[config.mk]
export PLATFORM = sky130hd
export DESIGN_NAME = thr_lock_top
export DESIGN_NICKNAME = d
export VERILOG_FILES = /design/src/rtl/thr_lock_pkg.sv /design/src/rtl/thr_phase_err.sv /design/src/rtl/thr_lock_trk.sv /design/src/rtl/thr_pid_core.sv /design/src/rtl/thr_lock_top.sv
export SDC_FILE = /design/constraint.sdc
export NUM_CORES = 2
export LEC_CHECK = 0
export ABC_AREA = 0
export BUFFER_PORTS_ARGS = -buffer_cell sky130_fd_sc_hd__buf_4
export CAP_MARGIN = 40
export CORE_MARGIN = 2
export CORE_UTILIZATION = 40
export DETAILED_ROUTE_END_ITERATION = 8
export GPL_TIMING_DRIVEN = 0
export PLACE_DENSITY = 0.54
export SLEW_MARGIN = 20
export SYNTH_ARGS = -nofsm -noshare
export SYNTH_HDL_FRONTEND = slang
export SYNTH_SLANG_ARGS = --single-unit
[constraint.sdc]
create_clock -name clk -period 19.76 [get_ports clk]
set_clock_uncertainty 0.15 [all_clocks]
set_input_delay 2.964 -clock clk [delete_from_list [all_inputs] [get_ports clk]]
set_output_delay 2.964 -clock clk [all_outputs]
set_load 0.02 [all_outputs]
[src/rtl/thr_lock_pkg.sv]
package thr_lock_pkg;

    localparam int ACC_W = 48;
    typedef logic signed [ACC_W-1:0] acc_t;

    typedef struct packed {
        logic vld;
        acc_t err;
    } stage_t;

    function automatic acc_t acc_abs(input acc_t v);
        return (v < 0) ? -v : v;
    endfunction

    function automatic acc_t acc_clamp(input acc_t v, input acc_t lim);
        if (v > lim)       return lim;
        else if (v < -lim) return -lim;
        else               return v;
    endfunction

endpackage

[src/rtl/thr_phase_err.sv]
module thr_phase_err #(
    parameter int FW    = 24,
    parameter int PW    = 16,
    parameter int TW    = 16,
    parameter int TC_SH = 16
) (
    input  logic signed [FW-1:0] f_tgt,
    input  logic        [PW-1:0] ph_tgt,
    input  logic        [PW-1:0] ph_meas,
    input  logic        [TW-1:0] tc,
    output logic signed [PW-1:0] pe,
    output logic        [PW-1:0] pe_mag
);
    localparam int AW = FW + TW + 1;

    logic signed [AW-1:0] adv_full;
    logic signed [AW-1:0] adv_sh;
    logic        [PW-1:0] diff;

    always_comb begin
        adv_full = AW'(f_tgt) * $signed({1'b0, tc});
        adv_sh   = adv_full >>> TC_SH;
        diff     = ph_tgt + adv_sh[PW-1:0] - ph_meas;
        pe       = $signed(diff);
        pe_mag   = pe[PW-1] ? (~diff + 1'b1) : diff;
    end
endmodule

[src/rtl/thr_lock_trk.sv]
module thr_lock_trk #(
    parameter int PW       = 16,
    parameter int LOCK_N   = 64,
    parameter int LOCK_IN  = 364,
    parameter int LOCK_OUT = 1820
) (
    input  logic          clk,
    input  logic          rst,
    input  logic          stb,
    input  logic          allow,
    input  logic [PW-1:0] pe_mag,
    output logic          locked
);
    localparam int CW = $clog2(LOCK_N + 1);

    logic [CW-1:0] cnt;
    logic          near, far;

    assign near = pe_mag < PW'(LOCK_IN);
    assign far  = pe_mag > PW'(LOCK_OUT);

    always_ff @(posedge clk) begin
        if (rst) begin
            locked <= 1'b0;
            cnt    <= '0;
        end else if (stb) begin
            if (!allow) begin
                locked <= 1'b0;
                cnt    <= '0;
            end else if (locked) begin
                if (far) begin
                    locked <= 1'b0;
                    cnt    <= '0;
                end
            end else if (near) begin
                if (cnt == CW'(LOCK_N - 1)) begin
                    locked <= 1'b1;
                    cnt    <= '0;
                end else begin
                    cnt <= cnt + 1'b1;
                end
            end else begin
                cnt <= '0;
            end
        end
    end


    rise_cnt_chk: assert property (@(posedge clk) disable iff (rst)
        $rose(locked) |-> $past(cnt) == CW'(LOCK_N - 1));


    allow_drop_chk: assert property (@(posedge clk) disable iff (rst)
        (stb && !allow) |=> !locked);


    far_drop_chk: assert property (@(posedge clk) disable iff (rst)
        (stb && locked && far) |=> !locked);
endmodule

[src/rtl/thr_pid_core.sv]
module thr_pid_core
    import thr_lock_pkg::*;
#(
    parameter int EW   = 26,
    parameter int PWRW = 24,
    parameter int OW   = 16,
    parameter int GSH  = 8,
    parameter int KP   = 256,
    parameter int KI   = 16,
    parameter int KD   = 128,
    parameter int DSH  = 1,
    parameter int KF   = 256
) (
    input  logic                   clk,
    input  logic                   rst,
    input  logic                   in_vld,
    input  logic signed [EW-1:0]   err,
    input  logic signed [PWRW-1:0] pwr,
    output logic signed [OW-1:0]   cmd,
    output logic                   cmd_vld
);
    localparam acc_t OMAX = acc_t'((64'sd1 <<< (OW - 1)) - 1);

    acc_t integ, e_prev;
    acc_t e_x, p_t, i_t, d_raw, d_lim, d_t, ff_t, sum, sum_c;
    logic sat;

    always_comb begin
        e_x   = acc_t'(err);
        p_t   = (e_x * acc_t'(KP)) >>> GSH;
        i_t   = integ >>> GSH;
        d_raw = ((e_x - e_prev) * acc_t'(KD)) >>> GSH;
        d_lim = acc_abs(e_x) >>> DSH;
        d_t   = acc_clamp(d_raw, d_lim);
        ff_t  = (acc_t'(pwr) * acc_t'(KF)) >>> GSH;
        sum   = p_t + i_t + d_t + ff_t;
        sat   = (sum > OMAX) || (sum < -OMAX);
        sum_c = acc_clamp(sum, OMAX);
    end

    always_ff @(posedge clk) begin
        if (rst) begin
            integ   <= '0;
            e_prev  <= '0;
            cmd     <= '0;
            cmd_vld <= 1'b0;
        end else begin
            cmd_vld <= in_vld;
            if (in_vld) begin
                cmd    <= sum_c[OW-1:0];
                e_prev <= e_x;
                if (!sat) integ <= integ + e_x * acc_t'(KI);
            end
        end
    end


    windup_hold_chk: assert property (@(posedge clk) disable iff (rst)
        (in_vld && sat) |=> $stable(integ));


    cmd_range_chk: assert property (@(posedge clk) disable iff (rst)
        cmd_vld |-> (cmd != {1'b1, {(OW-1){1'b0}}}));


    cmd_hold_chk: assert property (@(posedge clk) disable iff (rst)
        !in_vld |=> $stable(cmd));


    dclamp_chk: assert property (@(posedge clk) disable iff (rst)
        in_vld |-> (acc_abs(d_t) <= d_lim));
endmodule

[src/rtl/thr_lock_top.sv]
module thr_lock_top
    import thr_lock_pkg::*;
#(
    parameter int FW       = 24,
    parameter int PW       = 16,
    parameter int TW       = 16,
    parameter int PWRW     = 24,
    parameter int OW       = 16,
    parameter int TC_SH    = 16,
    parameter int KPH      = 5120,
    parameter int ACQ      = 64,
    parameter int LOCK_N   = 64,
    parameter int LOCK_IN  = 364,
    parameter int LOCK_OUT = 1820,
    parameter int GSH      = 8,
    parameter int KP       = 256,
    parameter int KI       = 16,
    parameter int KD       = 128,
    parameter int DSH      = 1,
    parameter int KF       = 256
) (
    input  logic                   clk,
    input  logic                   rst,
    input  logic                   upd,
    input  logic                   lock_ok,
    input  logic signed [FW-1:0]   f_tgt,
    input  logic signed [FW-1:0]   f_meas,
    input  logic        [PW-1:0]   ph_tgt,
    input  logic        [PW-1:0]   ph_meas,
    input  logic        [TW-1:0]   tc,
    input  logic signed [PWRW-1:0] pwr,
    output logic signed [OW-1:0]   cmd,
    output logic                   cmd_vld,
    output logic                   locked
);
    localparam int EW = FW + 2;

    logic signed [PW-1:0] pe;
    logic        [PW-1:0] pe_mag;
    acc_t                 ph_term, err_c;
    stage_t               s1;

    thr_phase_err #(.FW(FW), .PW(PW), .TW(TW), .TC_SH(TC_SH)) u_pe (
        .f_tgt(f_tgt), .ph_tgt(ph_tgt), .ph_meas(ph_meas), .tc(tc),
        .pe(pe), .pe_mag(pe_mag)
    );

    thr_lock_trk #(.PW(PW), .LOCK_N(LOCK_N), .LOCK_IN(LOCK_IN),
                   .LOCK_OUT(LOCK_OUT)) u_lock (
        .clk(clk), .rst(rst), .stb(upd), .allow(lock_ok),
        .pe_mag(pe_mag), .locked(locked)
    );

    always_comb begin
        ph_term = (acc_t'(pe) * acc_t'(KPH)) >>> PW;
        err_c   = acc_t'(f_tgt) - acc_t'(f_meas)
                + (locked ? ph_term : acc_t'(ACQ));
    end

    always_ff @(posedge clk) begin
        if (rst) begin
            s1 <= '0;
        end else begin
            s1.vld <= upd;
            if (upd) s1.err <= err_c;
        end
    end

    thr_pid_core #(.EW(EW), .PWRW(PWRW), .OW(OW), .GSH(GSH), .KP(KP),
                   .KI(KI), .KD(KD), .DSH(DSH), .KF(KF)) u_pid (
        .clk(clk), .rst(rst), .in_vld(s1.vld), .err(s1.err[EW-1:0]),
        .pwr(pwr), .cmd(cmd), .cmd_vld(cmd_vld)
    );


    lat_chk: assert property (@(posedge clk) disable iff (rst)
        cmd_vld |-> $past(upd, 2));
endmodule

**Word-level counts from Yosys, hierarchy flattened**

Cells that the tools add are included.
Widths: inputs -> output; s select.

- Magnitude comparators: 7
- Add/subtract/negate cells: 13
- Reductions and logical operators: 3
- Muxes and demuxes: 17
- Eq/ne operators: 2
- Bitwise logic cells: 2
- Multipliers: 2

Operator list:

| kind | count |
|---|---|
| $mux 48 | 3 |
| $add 48x24->48 | 1 |
| $add 48x30->48 | 1 |
| $add 48x48->48 | 1 |
| $gt 48x16->1 const B | 1 |
| $lt 26x48->1 | 1 |
| $lt 48x16->1 const B | 1 |
| $mux 16 | 3 |
| $neg 26->48 | 1 |
| $neg 47->48 | 1 |
| $gt 26x47->1 | 1 |
| $add 26x40->41 | 1 |
| $mux 7 | 5 |
| $mul 24x17->32 | 1 |
| $sub 26x26->27 | 1 |
| $add 25x26->26 | 1 |
| $lt 26x1->1 const B | 1 |
| $mux 26 | 1 |
| $sub 24x24->25 | 1 |
| $mul 16x4->20 const B | 1 |
| $add 16x1->16 const B | 1 |
| $add 16x16->16 | 1 |
| $gt 16x11->1 const B | 1 |
| $lt 16x9->1 const B | 1 |
| other kinds (9) | 14 |

- Register bits after elaboration: 126
- Output and inout port bits: 18
- Logic and storage cells: 54

**Depth between registers and ports, before layout**

- Depth after elaboration: 12
- Mapped depth: 61

**Cells and area by module**

From an unflattened synthesis, not the netlist that was laid out.

- Cell total of the unflattened synthesis: 3960
- Area, all modules: 32819.0 µm²

Modules (own cells, without submodules):

| module | cells an instance | instances | area an instance (µm²) | seq. area each (µm²) |
|---|---|---|---|---|
| thr_pid_core | 2032 | 1 | 16248.1 | 1741.7 |
| thr_phase_err | 1398 | 1 | 12315.6 | 0.0 |
| thr_lock_top | 471 | 1 | 3721.1 | 540.5 |
| thr_lock_trk | 59 | 1 | 534.3 | 160.2 |

**Worst setup path after synthesis**

No wires, ideal clock.

- Path kind: in2reg
- Start point: input tc[13]
- End point: register, netlist name s1[25]
- Data arrival time: 15464 ps
- Library setup time: 115 ps
- Buffers on the path: 3
- Stages on the path: 58
- Setup slack: 4032 ps
- Path through: clkbuf_1 -> clkbuf_1 -> nand2_1 -> fa_1 -> inv_1 -> ha_1 -> inv_1 -> fa_1 -> inv_1 -> fa_1 -> fa_1 -> inv_1 -> fa_1 -> inv_1 -> ha_1 -> nand3_1 -> a21oi_1 -> a211oi_1 -> [22 not listed] -> nor2_1 -> ha_1 -> o21a_1 -> o21a_1 -> or3b_2 -> fa_1 -> inv_1 -> ha_1 -> or2_2 -> o31a_1 -> o2111ai_1 -> a21oi_1 -> o31ai_1 -> o21ai_0 -> a21o_1 -> a21oi_1 -> nor2_1 -> a2111oi_0

- Longest elaborated chain between the ends: 6

RTL lines:

| item | line | source |
|---|---|---|
| from (decl) | thr_lock_top.sv:30 | `input logic [TW-1:0] tc,` |
| $mul 24x17->32 | thr_phase_err.sv:21 | `adv_full = AW'(f_tgt) * $signed({1'b0, tc});` |
| $add 16x16->16 | thr_phase_err.sv:23 | `diff = ph_tgt + adv_sh[PW-1:0] - ph_meas;` |
| $sub 16x16->16 | thr_phase_err.sv:23 |  |
| $mul 16x4->20 | thr_lock_top.sv:55 | `ph_term = (acc_t'(pe) * acc_t'(KPH)) >>> PW;` |
| $mux 26 | thr_lock_top.sv:57 | `+ (locked ? ph_term : acc_t'(ACQ));` |
| $add 25x26->26 | thr_lock_top.sv:57 |  |

Every way passes these cells.
A chain may end at the register's enable or synchronous reset.

**Final worst setup path**

- Start point: input tc[12]
- End point: register, netlist name s1[25]

- Longest elaborated chain between the ends: 6

RTL lines:

| item | line |
|---|---|
| $mul 24x17->32 | thr_phase_err.sv:21 |
| $add 16x16->16 | thr_phase_err.sv:23 |
| $sub 16x16->16 | thr_phase_err.sv:23 |
| $mul 16x4->20 | thr_lock_top.sv:55 |
| $mux 26 | thr_lock_top.sv:57 |
| $add 25x26->26 | thr_lock_top.sv:57 |

Every way passes these cells.

==> out/results.txt <==
The run finished with clean final reports. The width of the chip was 288.8 um; the final-report max-slew violation count was 0. Critical path class: input pin to flop.

Timing would allow up to 56.83 MHz. Core area: 80,420 um2. The count of input and output buffers works out to 137. On the worst path, the slowest cell contributes a delay of 0.68 ns. The fraction of final layout cells sized beyond drive strength 1 is 6.484%, and the total of warnings raised by yosys is 0. The logs give 0 for the diode insertion count for antenna repair and 0 ns for the summed negative setup slack over all endpoints.

After detailed routing, the number of vias per cell comes to 5.233. In this run the biggest area consumer among cell types represents 23.88% of the synthesized area. The tools report the critical register-to-register path startpoint as s1[1]. For the proportion of synthesized chip area in sequential cells, the log shows 7.528%.

For the worst setup path, the data required time is 19.95 ns. STA classifies the critical path endpoint as a flop. After detailed routing, the number of remaining DRC violations is 0.

From synthesis to final layout, the design area changed by 9.502%. With fillers left out, the area of the finished cells amounts to 35,530 um2. For this run, asynchronously set or reset flops after synthesis account for 0%. The count of boundary I/O pins is 142. After synthesis, the cell types taking the most area are sky130_fd_sc_hd__fa_1 24%, sky130_fd_sc_hd__ha_1 15%, sky130_fd_sc_hd__inv_1 7.7%. At the worst endpoint, the arrival time is 17.79 ns. Most instantiated flip-flop cell in the synthesis netlist: sky130_fd_sc_hd__dfxtp_1. Ranked by instance count, the synthesized netlist is headed by 663 x sky130_fd_sc_hd__inv_1, 387 x sky130_fd_sc_hd__fa_1, 384 x sky130_fd_sc_hd__ha_1, 345 x sky130_fd_sc_hd__nand2_1, 259 x sky130_fd_sc_hd__nor2_1. The logs give 0 for the number of antenna-violating nets in the routed design and 1,600 for the initial DRC count. Library cell with the highest instance count after synthesis: sky130_fd_sc_hd__inv_1. The slew at the pin with the worst max-slew slack is 0.8389 ns. The number of setup buffers added after CTS is 0. Once the floorplan was initialized, standard cells occupied 40.35% of the core. Flop and latch count out of synthesis: 122. The area of the die is 83,410 um2. After synthesis the cells add up to 32,440 um2. Fill cells in the final layout number 8,241. Counting distinct cell types in the post-synthesis netlist gives 90. In the synthesized netlist, the number of instances is 4,028.

The cell sitting at the root of the clock tree is a sky130_fd_sc_hd__clkbuf_16. Setup repair after global routing left no endpoint under its margin. Headroom to the max-slew limit came out at 44.07%. The worst path in the final design needs a cycle of 17.60 ns, including I/O delays and setup. Setup violations remaining at the end of the flow were counted as 0. The first global-routing pass estimated 157,700 um of wire.

The worst setup path is launched from an input pin. TritonCTS built the clock tree. The via total after detailed routing was 27,659; the overall track demand over capacity in global routing was 24.49%.

The multi-input combinational cell area is 26,980 um2, and the floorplan die height is 288.8 um. The total grt overflow is 0, and the final routed wirelength across all metal layers is 100,200 um. The cell taking the most area after synthesis was sky130_fd_sc_hd__fa_1.

The reported max-cap violation count is 0. At the later pin of the worst-skew pair, clock insertion delay measures 0.47 ns. Of the available clock period, the critical path in the final layout requires 89.05%.

The sequential cell area was 2444 um2. The count of instances resized after the clock tree is built is 0, and the mean post-synth cell area is 8.055 um2. At the end of routability-driven placement, the weighted congestion stood at 0.9365.

The maximum buffer depth of the clock tree was 2; the CTS buffer count was 17. Entering global routing, the biggest net connects 33 pins. The setup slack after layout is 2.164 ns. The path category of the worst min-delay check is flop to flop.

The startpoint identified for the worst hold timing path is u_lock.cnt[6]. The number of clock sinks seen by CTS is 122, and the number of buffers and inverters on the critical path is 12. The tools report the number of global-route vias before repair as 27,476.

The run gives 0 as the initial antenna violation count. Along the worst path, the maximum fanout reaches 11. The timing startpoint of the critical path is tc[12]. After clock tree synthesis, the clock-pin slew on the worst setup and hold paths is 0.07 ns. For the number of failing hold endpoints at the final stage, the log shows 0. Cell class contributing the biggest share of worst-path delay: adder cells. The first detailed-routing pass ran for 8 iterations.

The logs give 85,090 um for the half-perimeter wire length of the detailed placement result and 0 for the hold buffer count at cts. The synthesized design contains 0 enable-type register cells. At the end of the flow, the number of nets in the layout was 5,108. The logs give 34,980 um2 for the standard cell area after detailed placement and 4 for the number of levels in the clock H-tree. Timing analysis after detailed placement gives a worst setup slack of 1.161 ns. The floorplan row count is 104, and the average wire per cell in the routed design is 18.95 um. The slowest cell on the critical path was sky130_fd_sc_hd__xnor2_1.
-- registers in the layout, summed over array words and instances (netlist names) --
signal and count:
u_lock.cnt 7, u_pid.integ 44, u_lock.locked 1, u_pid.cmd_vld 1, s1 27, u_pid.cmd 16
u_pid.e_prev 26
-- through the flow --
stage,instances,utilization (%),hold slack [ns]
3_3_place_gp,5246,43.37,0.2865
4_1_cts,5285,44.17,0.3029
3_5_place_dp,5253,43.49,0.2934
6_report,5286,44.18,0.3031
5_1_grt,5286,44.18,0.3202
2_1_floorplan,4049,-,0.2710
-- kinds of logic (layout without fill, tap and decap cells) --
logic type      count (synthesis)  in the layout  synth area share (%)
fa+ha+maj                     771            771                 38.69
buf+inv                       819            996                 9.591
flops                         122            122                 7.528
simple gates                 1166           1166                 17.73
other cells                     1             22               0.01156
compound gates                791            791                 16.12
xor+xnor                      265            265                 7.200
mux                            93             93                 3.139
-- final timing paths --
| kind | end | slack [ns] | depth (start not counted) |
|---|---|---|---|
| worst max-delay path | s1[25] | 2.16 | 59 |
| worst min-delay path | u_lock.cnt[6] | 0.30 | 2 |
| worst max register to register | u_pid.integ[34] | 4.92 | 46 |
| worst min register to register | u_lock.cnt[6] | 0.30 | 2 |
-- metal layers --
metal / track usage, % / vias to the layer above / wire (um)
li1: - / 13683 / -
met1: 34.10 / 13263 / 47780
met2: 40.08 / 602 / 45730
met3: 2.662 / 111 / 3823
met4: 7.023 / 0 / 2854
met5: 0 / - / 0
-- tightest hold or removal path, delay by kind of cell, from the launching register on --
family           cells  cell delay (ns)
AND/OR/NAND/NOR      1             0.06
AO/OA/AOI/OAI        1             0.03
flip-flops           1             0.32
-- cells in the final DEF, fill, tap and decap left out, types with 109 or more instances in the layout --
cell type                  instances
sky130_fd_sc_hd__nand2_1         345
sky130_fd_sc_hd__o21ai_0         136
sky130_fd_sc_hd__a21o_1          109
sky130_fd_sc_hd__a21oi_1         218
sky130_fd_sc_hd__and2_1          174
sky130_fd_sc_hd__nor2_1          258
sky130_fd_sc_hd__ha_1            384
sky130_fd_sc_hd__xnor2_1         170
sky130_fd_sc_hd__dfxtp_1         121
sky130_fd_sc_hd__clkbuf_1        137
sky130_fd_sc_hd__fa_1            387
sky130_fd_sc_hd__buf_4           139
sky130_fd_sc_hd__inv_1           663
-- layout make-up --
type	count	share of cell area, %
clock buffer	17	1.197
timing repair buffer	145	3.152
sequential	122	6.878
multi-input combinational	3108	75.95
buffer	155	1.743
tap	1060	3.733
inverter	664	7.015
clock inverter	15	0.3310
Power is not shown: default switching activity piles up to over one toggle a cycle in this logic, so the estimate is an artifact.
